`src/rtl/lcd_tx_pkg.sv`:
```
package lcd_tx_pkg;
  localparam int PAYLOAD_BITS = 8;
  localparam int NIB_BITS     = PAYLOAD_BITS / 2;
  localparam int SYNC_ONES    = 5;
  localparam int FRAME_BITS   = 3 * PAYLOAD_BITS;
  localparam int IDX_W        = $clog2(FRAME_BITS);

  typedef logic [FRAME_BITS-1:0]   frame_t;
  typedef logic [PAYLOAD_BITS-1:0] payload_t;

  // Frame in send order, MSB first: sync ones, RW=0, RS, 0,
  // high nibble + zero pad, low nibble + zero pad.
  function automatic frame_t build_frame(input logic rs, input payload_t pl);
    return {{SYNC_ONES{1'b1}}, 1'b0, rs, 1'b0,
            pl[PAYLOAD_BITS-1:NIB_BITS], {NIB_BITS{1'b0}},
            pl[NIB_BITS-1:0],            {NIB_BITS{1'b0}}};
  endfunction
endpackage

```
`src/rtl/lcd_half_tick.sv`:
```
module lcd_half_tick #(
  parameter int HALF_PERIOD_CLKS = 4
) (
  input  logic clk,
  input  logic rst,
  input  logic run,
  output logic tick
);
  localparam int CW = (HALF_PERIOD_CLKS > 1) ? $clog2(HALF_PERIOD_CLKS) : 1;
  localparam logic [CW-1:0] LAST = CW'(HALF_PERIOD_CLKS - 1);

  logic [CW-1:0] cnt;

  always_ff @(posedge clk) begin
    if (rst || !run)       cnt <= '0;
    else if (cnt == LAST)  cnt <= '0;
    else                   cnt <= cnt + 1'b1;
  end

  assign tick = run && (cnt == LAST);

  if (HALF_PERIOD_CLKS > 1) begin : g_spacing
    // two half-period boundaries are never adjacent
    a_r5_tick_spacing: assert property (@(posedge clk) disable iff (rst)
      tick |=> !tick);
  end
endmodule

```
`src/rtl/lcd_frame_shift.sv`:
```
module lcd_frame_shift
  import lcd_tx_pkg::*;
#(
  parameter int HALF_PERIOD_CLKS = 4,
  parameter bit USE_CS           = 1'b1
) (
  input  logic     clk,
  input  logic     rst,
  input  logic     in_valid,
  input  logic     in_rs,
  input  payload_t in_data,
  input  logic     tick,
  output logic     in_ready,
  output logic     busy,
  output logic     done,
  output logic     sclk,
  output logic     sdata,
  output logic     cs
);
  localparam logic [IDX_W-1:0] LAST_BIT = IDX_W'(FRAME_BITS - 1);

  frame_t           sreg;
  logic [IDX_W-1:0] bit_idx;
  logic             tail_q, ready_q, busy_q, done_q, sclk_q, sdata_q;

  frame_t next_frame;
  assign next_frame = build_frame(in_rs, in_data);

  logic accept, finish;
  assign accept = ready_q && in_valid;
  assign finish = busy_q && tick && tail_q;

  always_ff @(posedge clk) begin
    if (rst) begin
      sreg    <= '0;
      bit_idx <= '0;
      tail_q  <= 1'b0;
      ready_q <= 1'b1;
      busy_q  <= 1'b0;
      done_q  <= 1'b0;
      sclk_q  <= 1'b0;
      sdata_q <= 1'b0;
    end else begin
      done_q <= 1'b0;
      if (accept) begin
        sreg    <= next_frame;
        sdata_q <= next_frame[FRAME_BITS-1];
        bit_idx <= '0;
        tail_q  <= 1'b0;
        sclk_q  <= 1'b0;
        ready_q <= 1'b0;
        busy_q  <= 1'b1;
      end else if (busy_q && tick) begin
        if (tail_q) begin
          tail_q  <= 1'b0;
          busy_q  <= 1'b0;
          ready_q <= 1'b1;
          done_q  <= 1'b1;
          sdata_q <= 1'b0;
        end else if (!sclk_q) begin
          sclk_q <= 1'b1;
        end else begin
          sclk_q <= 1'b0;
          if (bit_idx == LAST_BIT) begin
            tail_q <= 1'b1;
          end else begin
            sreg    <= sreg << 1;
            sdata_q <= sreg[FRAME_BITS-2];
            bit_idx <= bit_idx + 1'b1;
          end
        end
      end
    end
  end

  assign in_ready = ready_q;
  assign busy     = busy_q;
  assign done     = done_q;
  assign sclk     = sclk_q;
  assign sdata    = sdata_q;

  if (USE_CS) begin : g_cs
    logic cs_q;
    always_ff @(posedge clk) begin
      if (rst)         cs_q <= 1'b0;
      else if (accept) cs_q <= 1'b1;
      else if (finish) cs_q <= 1'b0;
    end
    assign cs = cs_q;

    // select covers every clock pulse and is gone by completion
    a_r9_cs_covers_clock: assert property (@(posedge clk) disable iff (rst)
      sclk_q |-> cs_q);
    a_r9_cs_off_at_done: assert property (@(posedge clk) disable iff (rst)
      done_q |-> !cs_q);
  end else begin : g_no_cs
    assign cs = 1'b0;
  end

  // Phase-length monitor for R5 (high phase measured at each falling edge)
  logic        sclk_d;
  logic [31:0] ph_cnt;
  always_ff @(posedge clk) begin
    sclk_d <= sclk_q;
    if (rst || (sclk_q != sclk_d)) ph_cnt <= 32'd1;
    else                           ph_cnt <= ph_cnt + 32'd1;
  end

  a_r5_high_phase_len: assert property (@(posedge clk) disable iff (rst)
    $fell(sclk_q) |-> (ph_cnt == 32'(HALF_PERIOD_CLKS)));
  a_r4_data_hold_high: assert property (@(posedge clk) disable iff (rst)
    sclk_q |=> (!sclk_q || $stable(sdata_q)));
  a_r6_idle_quiet: assert property (@(posedge clk) disable iff (rst)
    !busy_q |-> (!sclk_q && !sdata_q));
  a_r7_ready_busy_excl: assert property (@(posedge clk) disable iff (rst)
    !(ready_q && busy_q));
  a_r7_start_needs_valid: assert property (@(posedge clk) disable iff (rst)
    $rose(busy_q) |-> $past(in_valid));
  a_r8_done_single: assert property (@(posedge clk) disable iff (rst)
    done_q |=> !done_q);
  a_r8_done_with_ready: assert property (@(posedge clk) disable iff (rst)
    done_q |-> (ready_q && !busy_q));
  a_r10_index_range: assert property (@(posedge clk) disable iff (rst)
    bit_idx <= LAST_BIT);
endmodule

```
`src/rtl/lcd_serial_tx.sv`:
```
module lcd_serial_tx
  import lcd_tx_pkg::*;
#(
  parameter int HALF_PERIOD_CLKS = 4,
  parameter bit USE_CS           = 1'b1
) (
  input  logic       clk,
  input  logic       rst,
  input  logic       in_valid,
  output logic       in_ready,
  input  logic [7:0] in_data,
  input  logic       in_rs,
  output logic       busy,
  output logic       done,
  output logic       lcd_sclk,
  output logic       lcd_sdata,
  output logic       lcd_cs
);
  logic tick;

  lcd_half_tick #(.HALF_PERIOD_CLKS(HALF_PERIOD_CLKS)) u_tick (
    .clk  (clk),
    .rst  (rst),
    .run  (busy),
    .tick (tick)
  );

  lcd_frame_shift #(
    .HALF_PERIOD_CLKS(HALF_PERIOD_CLKS),
    .USE_CS          (USE_CS)
  ) u_shift (
    .clk      (clk),
    .rst      (rst),
    .in_valid (in_valid),
    .in_rs    (in_rs),
    .in_data  (in_data),
    .tick     (tick),
    .in_ready (in_ready),
    .busy     (busy),
    .done     (done),
    .sclk     (lcd_sclk),
    .sdata    (lcd_sdata),
    .cs       (lcd_cs)
  );
endmodule

```
`config.mk`:
```
export PLATFORM = sky130hd
export DESIGN_NAME = lcd_serial_tx
export DESIGN_NICKNAME = d
export VERILOG_FILES = /design/src/rtl/lcd_tx_pkg.sv /design/src/rtl/lcd_half_tick.sv /design/src/rtl/lcd_frame_shift.sv /design/src/rtl/lcd_serial_tx.sv
export SDC_FILE = /design/constraint.sdc
export NUM_CORES = 1
export LEC_CHECK = 0
export BUFFER_PORTS_ARGS = -buffer_cell sky130_fd_sc_hd__buf_2
export CAP_MARGIN = 30
export CORE_ASPECT_RATIO = 0.8
export CORE_UTILIZATION = 55
export CTS_CLUSTER_SIZE = 10
export DETAILED_ROUTE_END_ITERATION = 16
export MAX_ROUTING_LAYER = met4
export PLACE_DENSITY = 0.76
export SLEW_MARGIN = 25
export SYNTH_ARGS = -nofsm -noshare
export SYNTH_HDL_FRONTEND = slang
export SYNTH_SLANG_ARGS = --single-unit
```
`constraint.sdc`:
```
create_clock -name clk -period 1.7 [get_ports clk]
set_input_delay 0.17 -clock clk [delete_from_list [all_inputs] [get_ports clk]]
set_output_delay 0.17 -clock clk [all_outputs]
set_load 0.1 [all_outputs]
```
==> results of run 1 <==
## how the worst max path moves through the flow
stage                     cells after the start                               to                             from
final                                         5     u_shift.sreg[6]$_SDFFE_PP0P_  u_shift.bit_idx[0]$_SDFFE_PP0P_
after global placement                        5    u_shift.sreg[14]$_SDFFE_PP0P_  u_shift.bit_idx[0]$_SDFFE_PP0P_
after CTS                                     5     u_shift.sreg[6]$_SDFFE_PP0P_  u_shift.bit_idx[0]$_SDFFE_PP0P_
after global routing                          5     u_shift.sreg[6]$_SDFFE_PP0P_  u_shift.bit_idx[1]$_SDFFE_PP0P_
after detailed placement                      5     u_shift.sreg[6]$_SDFFE_PP0P_  u_shift.bit_idx[0]$_SDFFE_PP0P_
after floorplan                               5  u_shift.bit_idx[2]$_SDFFE_PP0P_        u_shift.busy$_SDFFE_PP0P_
## per-stage QoR
stage	util	setup slack [ps]
floorplan	-	47.1
global placement	0.639	155
detailed placement	0.639	-66.2
CTS	0.664	19.8
global route	0.670	35.0
finish	0.670	104
## worst max-delay path: cells and delay by family (launching register included)
family / cells / cell delay (ps)
fa+ha+maj: 1 / 210
simple gates: 2 / 370
compound gates: 1 / 350
buf+inv: 1 / 190
flops: 1 / 370
## logic make-up after synthesis
logic type               Yosys count
flip-flops                        33
AND/OR/NAND/NOR                   58
XOR/XNOR                           1
buffers and inverters             18
AO/OA/AOI/OAI                     53
adder cells (fa/ha/maj)            2
## routing by layer
layer	track usage	vias up
met5	-	-
met4	0.0857	0
met3	0.0649	2
met2	0.350	38
met1	0.316	641
li1	-	648
## synth_stat cells, drive strengths merged (2+ instances only)
cell type	number	area share
buf	7	0.031
clkbuf	10	0.026
nor2	15	0.040
o211ai	2	0.011
dfxtp	33	0.47
nor4	3	0.013
o21ai	19	0.067
nand4b	3	0.023
nand2	6	0.016
and4b	2	0.014
or3	3	0.013
a311oi	5	0.031
a31oi	6	0.026
ha	2	0.018
a2111oi	3	0.019
a21oi	15	0.053
nand3	19	0.067
## sequential cells by signal (all words and copies together) (netlist names)
| name | cells |
|---|---|
| u_shift.sreg | 19 |
| u_shift.bit_idx | 5 |
| u_shift.sdata | 1 |
| u_shift.done | 1 |
| u_shift.sclk | 1 |
| u_shift.tail_q | 1 |
| u_shift.cs | 1 |
| u_tick.cnt | 2 |
| u_shift.busy | 1 |
| u_shift.in_ready | 1 |
## final cells by class
cell class              count  area share
clock buffers               8      0.0359
inverters                   1     0.00229
multi-input cells         114       0.420
flip-flops and latches     33       0.408
well taps                  36      0.0275
repair buffers             27       0.106
## power by group
group | internal (µW) | switching (µW) | total, µW
clock | 204 | 251 | 456
sequential | 809 | 23.1 | 832
combinational | 50.1 | 118 | 169
## what timing repair did
action,in CTS,in global routing
pin swaps,1,3
setup endpoints to repair,1,7
hold buffers,0,0
gates resized for setup,2,7
==> summary.txt, run 1 <==
Run status
  – Status: finished clean

Placed design
  – Port bufs: 17
  – Placed cells: 211
  – Placed Area: 0.00156 mm²
  – Post-DP HPWL: 2.08 mm
  – Final GP Congestion: 0.817

Timing
  – RSZ-0062 raised after global routing: false
  – Final-report hold violation count: 0
  – Setup_tns: 0 ps
  – Relative slew slack: 0.675
  – Slew Viols, Final: 0
  – Tcrit/Tclk final: 0.939
  – Final setup vio count: 0
  – Worst-margin pin slew: 490 ps
  – Hold WS: 88.0 ps
  – Maximum clock frequency: 627 MHz
  – Fin Clk Skew: 9.23 ps
  – Minimum clock period: 1600 ps

Drt
  – Highest metal used: met4
  – Pre-Repair DR Iteration Count: 4
  – DRC errors left: 0
  – DRT iter0 DRCs: 76
  – Vias: 1329
  – Final ANT Viol Nets: 0
  – Vias per cell: 6.07
  – DR WL met3: 146 µm
  – Routed length per placed instance: 14.0 µm
  – Drt total wl: 3.06 mm
  – Met2 wire length: 1.48 mm
  – M1 WL: 1.42 mm

Setup path
  – R2R Setup Slk: 100 ps
  – Worst endpoint required time: 1910 ps
  – Crit-path max FO: 11
  – CP peak stage delay: 370 ps
  – Reg2reg path depth: 5
  – Reg-to-Reg End: u_shift.sreg[6]$_SDFFE_PP0P_
  – CP endpoint kind: flop
  – Crit Path Category: flop to flop
  – Critical path cell sequence: ha_2 > and4b_2 > buf_4 > nor4_1 > a2111oi_2
  – CP max-delay cell: dfxtp_2
  – Worst Path Arrival: 1810 ps
  – Kind of launch point of the worst setup path: flop
  – Reg2Reg Launch Point: u_shift.bit_idx[0]$_SDFFE_PP0P_

Floorplan
  – Initial Util: 0.580
  – Die area: 0.00279 mm²
  – Chip Width: 58.8 µm
  – Core Region: 0.00244 mm²
  – FP Rows: 16
  – Die Height: 47.4 µm
  – IO Pins: 18

Clock network
  – CTS sink cnt: 33
  – Post-CTS Setup Bufs: 0
  – Worst-path clk slew: 100 ps
  – Later-pin clock latency in the skew report: 320 ps
  – Clock Tree Buf Depth: 2
  – H-tree Lvls: 2
  – Num CTS Buffers: 5
  – CTS tree: done
  – Clock Tree Root: clkbuf_4

Synthesis
  – #FFs+latches synth: 33
  – Mux cell area share after synthesis: 0
  – Main combinational cell family by area after synthesis: simple AND/OR/NAND/NOR gates
  – Synth Area in Adders: 0.0177
  – Synth Instances: 165
  – Mapped cell area: 0.00142 mm²
  – Unique cell type count in the Yosys netlist: 33
  – Synth Area in XOR/XNOR: 0.00618
  – Sequential area share after synthesis: 0.466
  – EDFF count, synth: 0
  – Simple-gate share of the synthesized area: 0.226
  – Mapped Avg Cell Area: 8.59 µm²
  – Ys async rst share: 0
  – Net Count, Synth: 179
  – Main flop type after synthesis: dfxtp_1
  – Yosys warnings: 0
  – Post-synthesis compound-gate area fraction: 0.224

Cells and area
  – Layout cell share with drive strength beyond 1: 0.235
  – Filler Cells Inserted: 214
  – Design area: 0.00164 mm²
  – Diode count: 0
  – Layout Nets: 196
  – Commonest non-fill, non-tap cell in the layout: dfxtp_1
  – Area occupied by multi-input gates: 688 µm²
  – Syn-to-layout area delta: 15.4%
  – Most frequent cells in the layout: dfxtp_1, nand3_1, buf_2, o21ai_0
  – Sequential Area: 668 µm²
  – Non-Filler Instances: 219

Global route
  – Grt total ovfl: 0
  – GRT Total Usage: 0.238
  – Vias in the first global route: 1038
  – Largest net degree at the start of global routing: 22
  – Initial antenna violation count: 0
  – Wire length of the first global-routing pass: 4.69 mm

Hold path
  – WHS Path Cells: 3
  – Worst Hold Class: input port to flop
  – Worst Hold Launch: in_data[0]
  – Hold Crit Endpoint: u_shift.sreg[4]$_SDFFE_PP0P_

Power
  – Worst ir drop on vdd: 586 µV
  – Leakage: 0.000590 µW
  – Power Density: 890 mW/mm²
  – Tot Pwr: 1460 µW

Job
  – Max_cap viols: 0
(Power assumes the default switching activity.)
==> inputs of run 2 (changes only) <==
==> constraint.sdc (replaced) <==
create_clock -name clk -period 1.7 [get_ports clk]
set_input_delay 0.51 -clock clk [delete_from_list [all_inputs] [get_ports clk]]
set_output_delay 0.51 -clock clk [all_outputs]
set_load 0.1 [all_outputs]
==> run 2 against run 1 <==
Hold slack improved by 310 ps. Utilization increased by 0.26 points. First-iteration DRC count fell by 34%. Clock power down 8.1%. Wire length increased by 11%. Highest routed layer unchanged.
==> summary.txt, run 2 (synthesis results as in run 1) <==
Floorplan
  – Chip Width: 58.8 µm (unchanged)
  – Initial Util: 0.580 (unchanged)
  – IO Pins: 18 (unchanged)
  – Die Height: 47.4 µm (unchanged)
  – Die area: 0.00279 mm² (unchanged)
  – Core Region: 0.00244 mm² (unchanged)
  – FP Rows: 16 (unchanged)

Power
  – Sw Pwr: 405 µW (+3.1%)
  – Reg power frac: 0.583 (+0.012)
  – Worst ir drop on vdd: 618 µV (+5.5%)
  – Tot Pwr: 1430 µW (-2.0%)
  – Comb pwr share: 0.124 (+0.008)
  – Net Sw Frac: 0.284 (+0.0139)
  – Power Density: 869 mW/mm² (-2.4%)
  – Pint: 1020 µW (-3.8%)
  – Clk pwr share: 0.293 (-0.020)
  – Leakage: 0.000598 µW (+1.2%)

Cells and area
  – Most frequent cells in the layout: dfxtp_1, nand3_1, o21ai_0
  – Design area: 0.00164 mm² (+0.38%)
  – Max reg flops: 19 (unchanged)
  – Layout cell share with drive strength beyond 1: 0.247 (+0.0123)
  – Syn-to-layout area delta: 15.9%
  – Area occupied by multi-input gates: 682 µm² (-0.91%)
  – Filler Cells Inserted: 215 (+0.47%)
  – Layout Nets: 199 (+1.5%)
  – Util after Layout: 0.673 (+0.00256)
  – Largest registers: u_shift.sreg: 19 flops, u_shift.bit_idx: 5 flops, u_tick.cnt: 2 flops
  – Commonest non-fill, non-tap cell in the layout: dfxtp_1
  – Sequential Area: 669 µm² (+0.19%)
  – Diode count: 0 (unchanged)
  – Largest Register: u_shift.sreg
  – Non-Filler Instances: 222 (+1.4%)

Clock network
  – Num CTS Buffers: 5 (unchanged)
  – Clock Tree Root: clkbuf_4
  – CTS sink cnt: 33 (unchanged)
  – Later-pin clock latency in the skew report: 330 ps (about the same)
  – Hold buffers post-CTS: 0 (unchanged)
  – Worst-path clk slew: 100 ps (about the same)
  – CTS tree: done
  – H-tree Lvls: 2 (unchanged)
  – Clock Tree Buf Depth: 2 (unchanged)

Drt
  – Drt total wl: 3.39 mm (+11%)
  – Vias: 1360 (+2.3%)
  – Pre-Repair DR Iteration Count: 4 (unchanged)
  – Vias per cell: 6.13 (+0.95%)
  – Final ANT Viol Nets: 0 (unchanged)
  – DRC errors left: 0 (unchanged)
  – Routed length per placed instance: 15.3 µm (+9.4%)
  – DRT iter0 DRCs: 50 (-34%)

Setup path
  – Worst Path Arrival: 1120 ps (-690 ps)
  – Critical path cell sequence: buf_2
  – CP peak stage delay: 430 ps (+60 ps)
  – Crit-path max FO: 2 (-9)
  – CP bufs+invs: 1 (unchanged)
  – Worst endpoint required time: 1190 ps (-720 ps)
  – Kind of launch point of the worst setup path: flop
  – Crit Path Category: flop to output pin
  – Crit path max-delay family: buffers and inverters
  – CP endpoint kind: output pin
  – CP max-delay cell: buf_2

Timing
  – Final setup vio count: 0 (unchanged)
  – Tcrit/Tclk final: 0.960 (+0.0209)
  – Maximum clock frequency: 613 MHz (-2.2%)
  – Worst-margin pin slew: 487 ps (-2.93 ps)
  – RSZ-0062 raised after global routing: false
  – Final-report hold violation count: 0 (unchanged)
  – Fin Clk Skew: 8.83 ps (-0.397 ps)
  – Relative slew slack: 0.677 (+0.00194)
  – Minimum clock period: 1630 ps (+35.5 ps)
  – Slew Viols, Final: 0 (unchanged)

Global route
  – Largest net degree at the start of global routing: 20 (-9.1%)
  – Grt total ovfl: 0 (unchanged)
  – Vias in the first global route: 1202 (+16%)
  – Initial antenna violation count: 0 (unchanged)
  – Wire length of the first global-routing pass: 5.33 mm (+14%)
  – GRT Total Usage: 0.277 (+0.0390)

Job
  – Max_cap viols: 0 (unchanged)

Placed design
  – Port bufs: 17 (unchanged)
  – Final GP Congestion: 0.770 (-5.8%)
  – Placed Area: 0.00157 mm² (+0.64%)
  – Placed cells: 214 (+1.4%)
  – Post-DP HPWL: 2.33 mm (+12%)

Hold path
  – Worst Hold Class: input port to flop

Run status
  – Status: finished clean
run 2: worst paths after layout:
check,start,depth (start not counted),slack [ps],to
max,u_shift.sdata$_SDFFE_PP0P_,1,70,lcd_sdata
min reg2reg,u_tick.cnt[0]$_SDFF_PP0_,1,440,u_tick.cnt[0]$_SDFF_PP0_
min,in_data[0],3,400,u_shift.sreg[4]$_SDFFE_PP0P_
max reg2reg,u_shift.bit_idx[0]$_SDFFE_PP0P_,4,100,u_shift.sdata$_SDFFE_PP0P_
run 2: layout make-up:
class / instances / share of cell area
Inverter: 1 / 0.00228
Sequential cell: 33 / 0.407
Clock inverter: 2 / 0.00609
Tap cell: 36 / 0.0274
Timing Repair Buffer: 30 / 0.117
Clock buffer: 6 / 0.0251
Multi-Input combinational cell: 114 / 0.415
run 2: layer usage:
metal	GRT usage	wire, µm	vias up
li1	-	-	654
met1	0.326	1550	657
met2	0.436	1620	42
met3	0.0622	161	7
met4	0.181	61	0
met5	-	0	-
run 2: timing repair:
action | 4_1_cts | 5_1_grt
resized for setup | 3 | 8
endpoints found under the setup margin | 4 | 8
pin swaps | 2 | 1
setup buffers | 0 | 0
gates cloned | 0 | 0
run 2: tightest hold or removal path, cell delays in order:
cell	delay, ps
buf_2	90
nand2_1	40
a21oi_1	50
run 2: power groups by stage:
| stage | clock network (µW) | logic (µW) | registers, µW |
|---|---|---|---|
| finish | 419 | 176 | 832 |
| global route | 443 | 191 | 836 |
| CTS | 420 | 174 | 831 |
| detailed placement | 0 | 172 | 849 |
| global placement | 0 | 166 | 846 |
| floorplan | 0 | 72.6 | 898 |
run 2: through the flow:
stage	setup WS, ps	TNS, ps	hold WS (ps)
CTS	12.1	0	397
global route	24.8	0	411
floorplan	47.1	0	407
global placement	149	0	411
detailed placement	-63.9	-113	421
finish	68.6	0	400
